<file path="src/rtl/serdes_lb_pkg.sv">
package serdes_lb_pkg;

  // Transmit-side controls, taken at a byte load.
  typedef struct packed {
    logic fac;      // facility loopback
    logic loop_tm;  // loop timing
  } tx_mode_t;

  // Receive-side controls, taken when a received byte completes.
  typedef struct packed {
    logic equ;      // equipment loopback
    logic cru_lp;   // loopback ahead of clock recovery
    logic byp;      // clock recovery bypass
  } rx_mode_t;

  // Clock of the incoming line: external when recovery is bypassed.
  function automatic logic pick_line_ce(rx_mode_t m, logic rec_ce, logic ext_ce);
    return m.byp ? ext_ce : rec_ce;
  endfunction

  // Transmit bit timing: receive line clock in loop timing.
  function automatic logic pick_tx_ce(tx_mode_t m, logic local_ce, logic line_ce);
    return m.loop_tm ? line_ce : local_ce;
  endfunction

  // Deserializer bit timing. Equipment loopback rides the transmit timing;
  // otherwise the line clock choice applies.
  function automatic logic pick_rx_ce(rx_mode_t m, logic tx_ce, logic rec_ce, logic ext_ce);
    logic ce;
    if (m.equ) ce = tx_ce;
    else       ce = pick_line_ce(m, rec_ce, ext_ce);
    return ce;
  endfunction

  // Deserializer data. Both internal loopbacks take the serializer bit.
  function automatic logic pick_rx_bit(rx_mode_t m, logic ser_bit, logic line_bit);
    return (m.equ || m.cru_lp) ? ser_bit : line_bit;
  endfunction

endpackage

</file>
<file path="src/rtl/lb_mode_hold.sv">
module lb_mode_hold #(
  parameter int W = 2
) (
  input  logic         clk,
  input  logic         rst_n,
  input  logic         upd,
  input  logic [W-1:0] din,
  output logic [W-1:0] dout
);

  logic [W-1:0] q;

  always_ff @(posedge clk) begin
    if (!rst_n)   q <= '0;
    else if (upd) q <= din;
  end

  assign dout = q;

endmodule

</file>
<file path="src/rtl/lb_serializer.sv">
module lb_serializer #(
  parameter int DW = 8
) (
  input  logic          clk,
  input  logic          rst_n,
  input  logic          bit_ce,
  input  logic [DW-1:0] par_in,
  output logic          load,
  output logic          ser_bit
);

  localparam int CW = (DW > 2) ? $clog2(DW) : 1;
  localparam logic [CW-1:0] LAST = CW'(DW - 1);

  function automatic logic [CW-1:0] step_count(logic [CW-1:0] c);
    return (c == LAST) ? '0 : c + 1'b1;
  endfunction

  logic [CW-1:0] cnt;
  logic [DW-1:0] shreg;
  logic          sbit;

  assign load = bit_ce && (cnt == '0);

  always_ff @(posedge clk) begin
    if (!rst_n) begin
      cnt   <= '0;
      shreg <= '0;
      sbit  <= 1'b0;
    end else if (bit_ce) begin
      cnt <= step_count(cnt);
      if (load) begin
        shreg <= {par_in[DW-2:0], 1'b0};
        sbit  <= par_in[DW-1];
      end else begin
        shreg <= {shreg[DW-2:0], 1'b0};
        sbit  <= shreg[DW-1];
      end
    end
  end

  assign ser_bit = sbit;

endmodule

</file>
<file path="src/rtl/lb_deserializer.sv">
module lb_deserializer #(
  parameter int DW = 8
) (
  input  logic          clk,
  input  logic          rst_n,
  input  logic          bit_ce,
  input  logic          bit_in,
  output logic          boundary,
  output logic [DW-1:0] par_out,
  output logic          par_vld
);

  localparam int CW = (DW > 2) ? $clog2(DW) : 1;
  localparam int AW = DW - 1;
  localparam logic [CW-1:0] LAST = CW'(DW - 1);

  function automatic logic [CW-1:0] step_count(logic [CW-1:0] c);
    return (c == LAST) ? '0 : c + 1'b1;
  endfunction

  logic [CW-1:0] cnt;
  logic [AW-1:0] acc;
  logic [DW-1:0] acc_nxt;
  logic [DW-1:0] byte_q;
  logic          vld_q;

  assign acc_nxt  = {acc, bit_in};
  assign boundary = bit_ce && (cnt == LAST);

  always_ff @(posedge clk) begin
    if (!rst_n) begin
      cnt    <= '0;
      acc    <= '0;
      byte_q <= '0;
      vld_q  <= 1'b0;
    end else begin
      vld_q <= boundary;
      if (bit_ce) begin
        cnt <= step_count(cnt);
        acc <= acc_nxt[AW-1:0];
      end
      if (boundary) byte_q <= acc_nxt;
    end
  end

  assign par_out = byte_q;
  assign par_vld = vld_q;

endmodule

</file>
<file path="src/rtl/serdes_loopback_path.sv">
module serdes_loopback_path
  import serdes_lb_pkg::*;
#(
  parameter int DW = 8
) (
  input  logic          clk,
  input  logic          rst_n,
  input  logic          tx_local_ce,
  input  logic          rx_rec_ce,
  input  logic          rx_ext_ce,
  input  logic          line_in,
  input  logic [DW-1:0] tx_par,
  input  logic          fac_lb_en,
  input  logic          equ_lb_en,
  input  logic          cru_lb_en,
  input  logic          cru_byp_en,
  input  logic          loop_time_en,
  output logic          tx_ser_out,
  output logic          tx_byte_strobe,
  output logic [DW-1:0] rx_par,
  output logic          rx_par_vld
);

  localparam int TXM_W = $bits(tx_mode_t);
  localparam int RXM_W = $bits(rx_mode_t);

  // Named internal events, also observed by the bound checker.
  tx_mode_t tx_mode_q;
  rx_mode_t rx_mode_q;
  tx_mode_t tx_mode_req;
  rx_mode_t rx_mode_req;
  logic     line_ce;
  logic     tx_ce;
  logic     rx_ce;
  logic     rx_bit;
  logic     rx_bound;
  logic     ser_bit;
  logic     tx_load;
  logic     fac_q;

  assign tx_mode_req = '{fac: fac_lb_en, loop_tm: loop_time_en};
  assign rx_mode_req = '{equ: equ_lb_en, cru_lp: cru_lb_en, byp: cru_byp_en};

  assign line_ce = pick_line_ce(rx_mode_q, rx_rec_ce, rx_ext_ce);
  assign tx_ce   = pick_tx_ce(tx_mode_q, tx_local_ce, line_ce);
  assign rx_ce   = pick_rx_ce(rx_mode_q, tx_ce, rx_rec_ce, rx_ext_ce);
  assign rx_bit  = pick_rx_bit(rx_mode_q, ser_bit, line_in);

  lb_mode_hold #(.W(TXM_W)) u_tx_mode (
    .clk  (clk),
    .rst_n(rst_n),
    .upd  (tx_load),
    .din  (tx_mode_req),
    .dout (tx_mode_q)
  );

  lb_mode_hold #(.W(RXM_W)) u_rx_mode (
    .clk  (clk),
    .rst_n(rst_n),
    .upd  (rx_bound),
    .din  (rx_mode_req),
    .dout (rx_mode_q)
  );

  lb_serializer #(.DW(DW)) u_ser (
    .clk    (clk),
    .rst_n  (rst_n),
    .bit_ce (tx_ce),
    .par_in (tx_par),
    .load   (tx_load),
    .ser_bit(ser_bit)
  );

  // Line bit retimed on the line clock for facility loopback.
  always_ff @(posedge clk) begin
    if (!rst_n)       fac_q <= 1'b0;
    else if (line_ce) fac_q <= line_in;
  end

  assign tx_ser_out     = tx_mode_q.fac ? fac_q : ser_bit;
  assign tx_byte_strobe = tx_load;

  lb_deserializer #(.DW(DW)) u_des (
    .clk     (clk),
    .rst_n   (rst_n),
    .bit_ce  (rx_ce),
    .bit_in  (rx_bit),
    .boundary(rx_bound),
    .par_out (rx_par),
    .par_vld (rx_par_vld)
  );

endmodule

</file>
<file path="config.mk">
export PLATFORM = sky130hd
export DESIGN_NAME = serdes_loopback_path
export DESIGN_NICKNAME = d
export VERILOG_FILES = /design/src/rtl/serdes_lb_pkg.sv /design/src/rtl/lb_mode_hold.sv /design/src/rtl/lb_serializer.sv /design/src/rtl/lb_deserializer.sv /design/src/rtl/serdes_loopback_path.sv
export SDC_FILE = /design/constraint.sdc
export NUM_CORES = 1
export LEC_CHECK = 0
export BUFFER_PORTS_ARGS = -buffer_cell sky130_fd_sc_hd__buf_4
export CAP_MARGIN = 40
export CELL_PAD_IN_SITES_DETAIL_PLACEMENT = 1
export CELL_PAD_IN_SITES_GLOBAL_PLACEMENT = 1
export CORE_UTILIZATION = 35
export DETAILED_ROUTE_END_ITERATION = 8
export PLACE_DENSITY = 0.67
export SLEW_MARGIN = 20
export SYNTH_ARGS = -nofsm -noshare
export SYNTH_HDL_FRONTEND = slang
export SYNTH_HIERARCHICAL = 1
export SYNTH_SLANG_ARGS = --single-unit
</file>
<file path="constraint.sdc">
create_clock -name clk -period 2.8 [get_ports clk]
set_clock_uncertainty 0.2 [all_clocks]
set_input_delay 0.56 -clock clk [delete_from_list [all_inputs] [get_ports clk]]
set_output_delay 0.56 -clock clk [all_outputs]
set_load 0.01 [all_outputs]
</file>
==> flow_summary.toml <==
[clock_network]
cts_tree = "yes"
holdBufCountCts = 0
ctsResizeCount = 0
cts-root-buf = "clkbuf_8"
h-tree-depth = 2
path_clk_slew_ns = 0.07
clock-sinks = 36
cts_setup_buffers = 0
clk_path_buf_depth = 2
cts_made_buffers = 5
clk_latency_ns = 0.29

[pwr]
total_power_mw = 1.193
peakVddDrop_uv = 240.5
total_leakage_power_nw = 0.8444
power.density_nw_per_um2 = 590.2

[placed_design]
place_congestion = 0.7375
place_inst = 238
placed_cell_area_um2 = 1914
pre_cts_slack_ns = 0.6563
io_buffers = 29
hpwl_um = 2274

[hold_path]
hp-class = "flip-flop to flip-flop"

[detailed_routing]
first_pass_iters = 6
vias_per_cell = 5.167
drt-initial-drc-count = 87
wl_per_cell_um = 13.49
drtAntennaViolNets = 0
vias = 1271
drc_errors = 3
routed_wl_um = 3318

[synth]
synth.cell_area_um2 = 1682
yosysTopAreaCell = "dfxtp_1"
ys_top_cells_by_area = "dfxtp_1, mux2i_1, a311oi_2"
synth.top_cell.area_share_pct = 42.86
ys_ff_latch = 36
yosysUniqueCellTypes = 27
synthArstFlopShare_pct = 0
ys.warnings.count = 6
synth_nets = 189
synthCells = 165
ys.flop_type = "dfxtp_1"
seq_area_frac_synth_pct = 42.86
synth_edf_count = 0
avgSynthCellArea_um2 = 10.19

[critical_path]
crit_fanout = 9
crit_chain = "inv_1, ha_1, nand2b_1, nor2_1, buf_4"
r2r_slack_ns = 0.82
cp_top_family = "flip-flops"
crit_buf_inv = 2
slowest_delay_ns = 0.35
worstPathRequired_ns = 2.04
slowest_stage = "dfxtp_1"
worstSetupStartpointType = "flip-flop"
end_kind = "output port"
critical_path_class = "flip-flop to output port"
arrival_ns = 1.55

[sta]
setup_viol = 0
fin_crit_sh_pct = 82.54
whs_ns = 0.2534
tns_ns = 0
hold_viol = 0
max_slew_margin_pct = 69.67
finalWorstSetupSlack_ns = 0.4890
tightest_slew_ns = 0.4550
slew_violations = 0
rsz0062_at_grt = "no"
max_freq_ghz = 0.4327
finalCriticalPeriod_ns = 2.311

[grt]
antenna_found_initial = 0
grt_pass1_vias = 1314
track_usage_pct = 14.95
grt_overflow = 0
grt_pass1_wl_um = 5899
grt_max_degree = 43

[flow_run]
maxCapViolations = 0

[floorplan]
start_util_pct = 37.58
die_x_um = 71.32
die_area_um2 = 5086
io_pins = 30
die_h_um = 71.32
core_um2 = 4474
rows = 24

[final_layout]
stdcell_area_um2 = 2022
fin_nets = 217
drive_gt1_share_pct = 26.80
stdcell_count = 246
diodes = 0
syn_to_final_growth_pct = 20.24
multi_input_comb_area_um2 = 847.1
num-fill-cells = 507
seqCellArea_um2 = 720.7
post-route-util_pct = 45.19

[outcome]
violations = "DRC"
outcome = "finished, violations left"
==> cells by family (layout without fill, tap and decap cells) <==
family / count (synthesis) / in the layout / synth area share, %
AOI/OAI and AO/OA: 27 / 27 / 12.35
muxes: 20 / 20 / 12.28
and+or+nand+nor: 55 / 55 / 21.58
buffers and inverters: 22 / 51 / 7.217
DFF: 36 / 36 / 42.86
adders and majority gates: 5 / 5 / 3.720
==> report_power, final <==
part,internal [mW],switching [mW],leakage (nW)
clock,0.264,0.183,0.0552
combinational,0.0898,0.0949,0.496
sequential,0.542,0.0200,0.294
==> layer usage <==
metal  vias up  global-route usage (%)  routed length [um]
met3         4                   5.485                 131
met5         -                       0                   0
met4         0                   4.667                  27
li1        634                       -                   -
met2        25                   24.76                1575
met1       608                   18.07                1583
==> cell type report <==
class / instances / share of cell area, %
multi-input combinational: 107 / 41.89
sequential: 36 / 35.64
timing repair buffer: 32 / 11.88
clock buffer: 6 / 3.589
tap: 52 / 3.218
inverter: 11 / 2.042
clock inverter: 2 / 1.733
==> worst register-to-register path, stage by stage, from the launching register on <==
cell     delay, ns
dfxtp_1       0.36
ha_1          0.16
ha_1          0.37
and2_1        0.48
mux2i_1       0.24
nor2b_1       0.06
==> synth_stat cells (2+ instances only) <==
cell type,n
dfxtp_1,36
mux2i_1,17
nor2b_1,15
inv_1,11
nand2_1,10
nand4_1,8
o21ai_1,8
a311oi_2,7
and4bb_1,7
o21ai_0,7
buf_4,5
ha_1,5
nor2_1,5
a21oi_1,4
nand2b_1,4
buf_2,3
buf_6,2
mux2_2,2
==> worst paths after layout <==
kind              cells past startpoint        startpoint                 to
setup reg to reg                      5      u_des/cnt[0]  u_rx_mode/dout[2]
setup / recovery                      5      u_ser/cnt[0]     tx_byte_strobe
hold / removal                        2  u_des/par_out[5]   u_des/par_out[5]
hold reg to reg                       2  u_des/par_out[5]   u_des/par_out[5]
==> cells in the final DEF, fill, tap and decap left out, types with 2 or more instances in the layout <==
master	count
a21oi_1	2
nand2b_1	4
inv_1	11
ha_1	5
nor2_1	5
nor2b_1	15
dfxtp_1	36
buf_4	32
o21ai_0	7
clkbuf_8	5
and4bb_1	7
nand2_1	10
o21ai_1	8
mux2_2	2
a21oi_2	2
nand4_1	8
mux2i_1	17
a311oi_2	7
==> flip-flops by register name (all words and copies together), names as in the netlist <==
register,count
u_ser/ser_bit,1
u_des/par_out,8
u_rx_mode/dout,3
u_des/par_vld,1
u_tx_mode/dout,2
u_ser/shreg,7
u_des/cnt,3
fac_q,1
u_des/acc,7
u_ser/cnt,3
No activity file was read; power rests on OpenSTA's default activity.
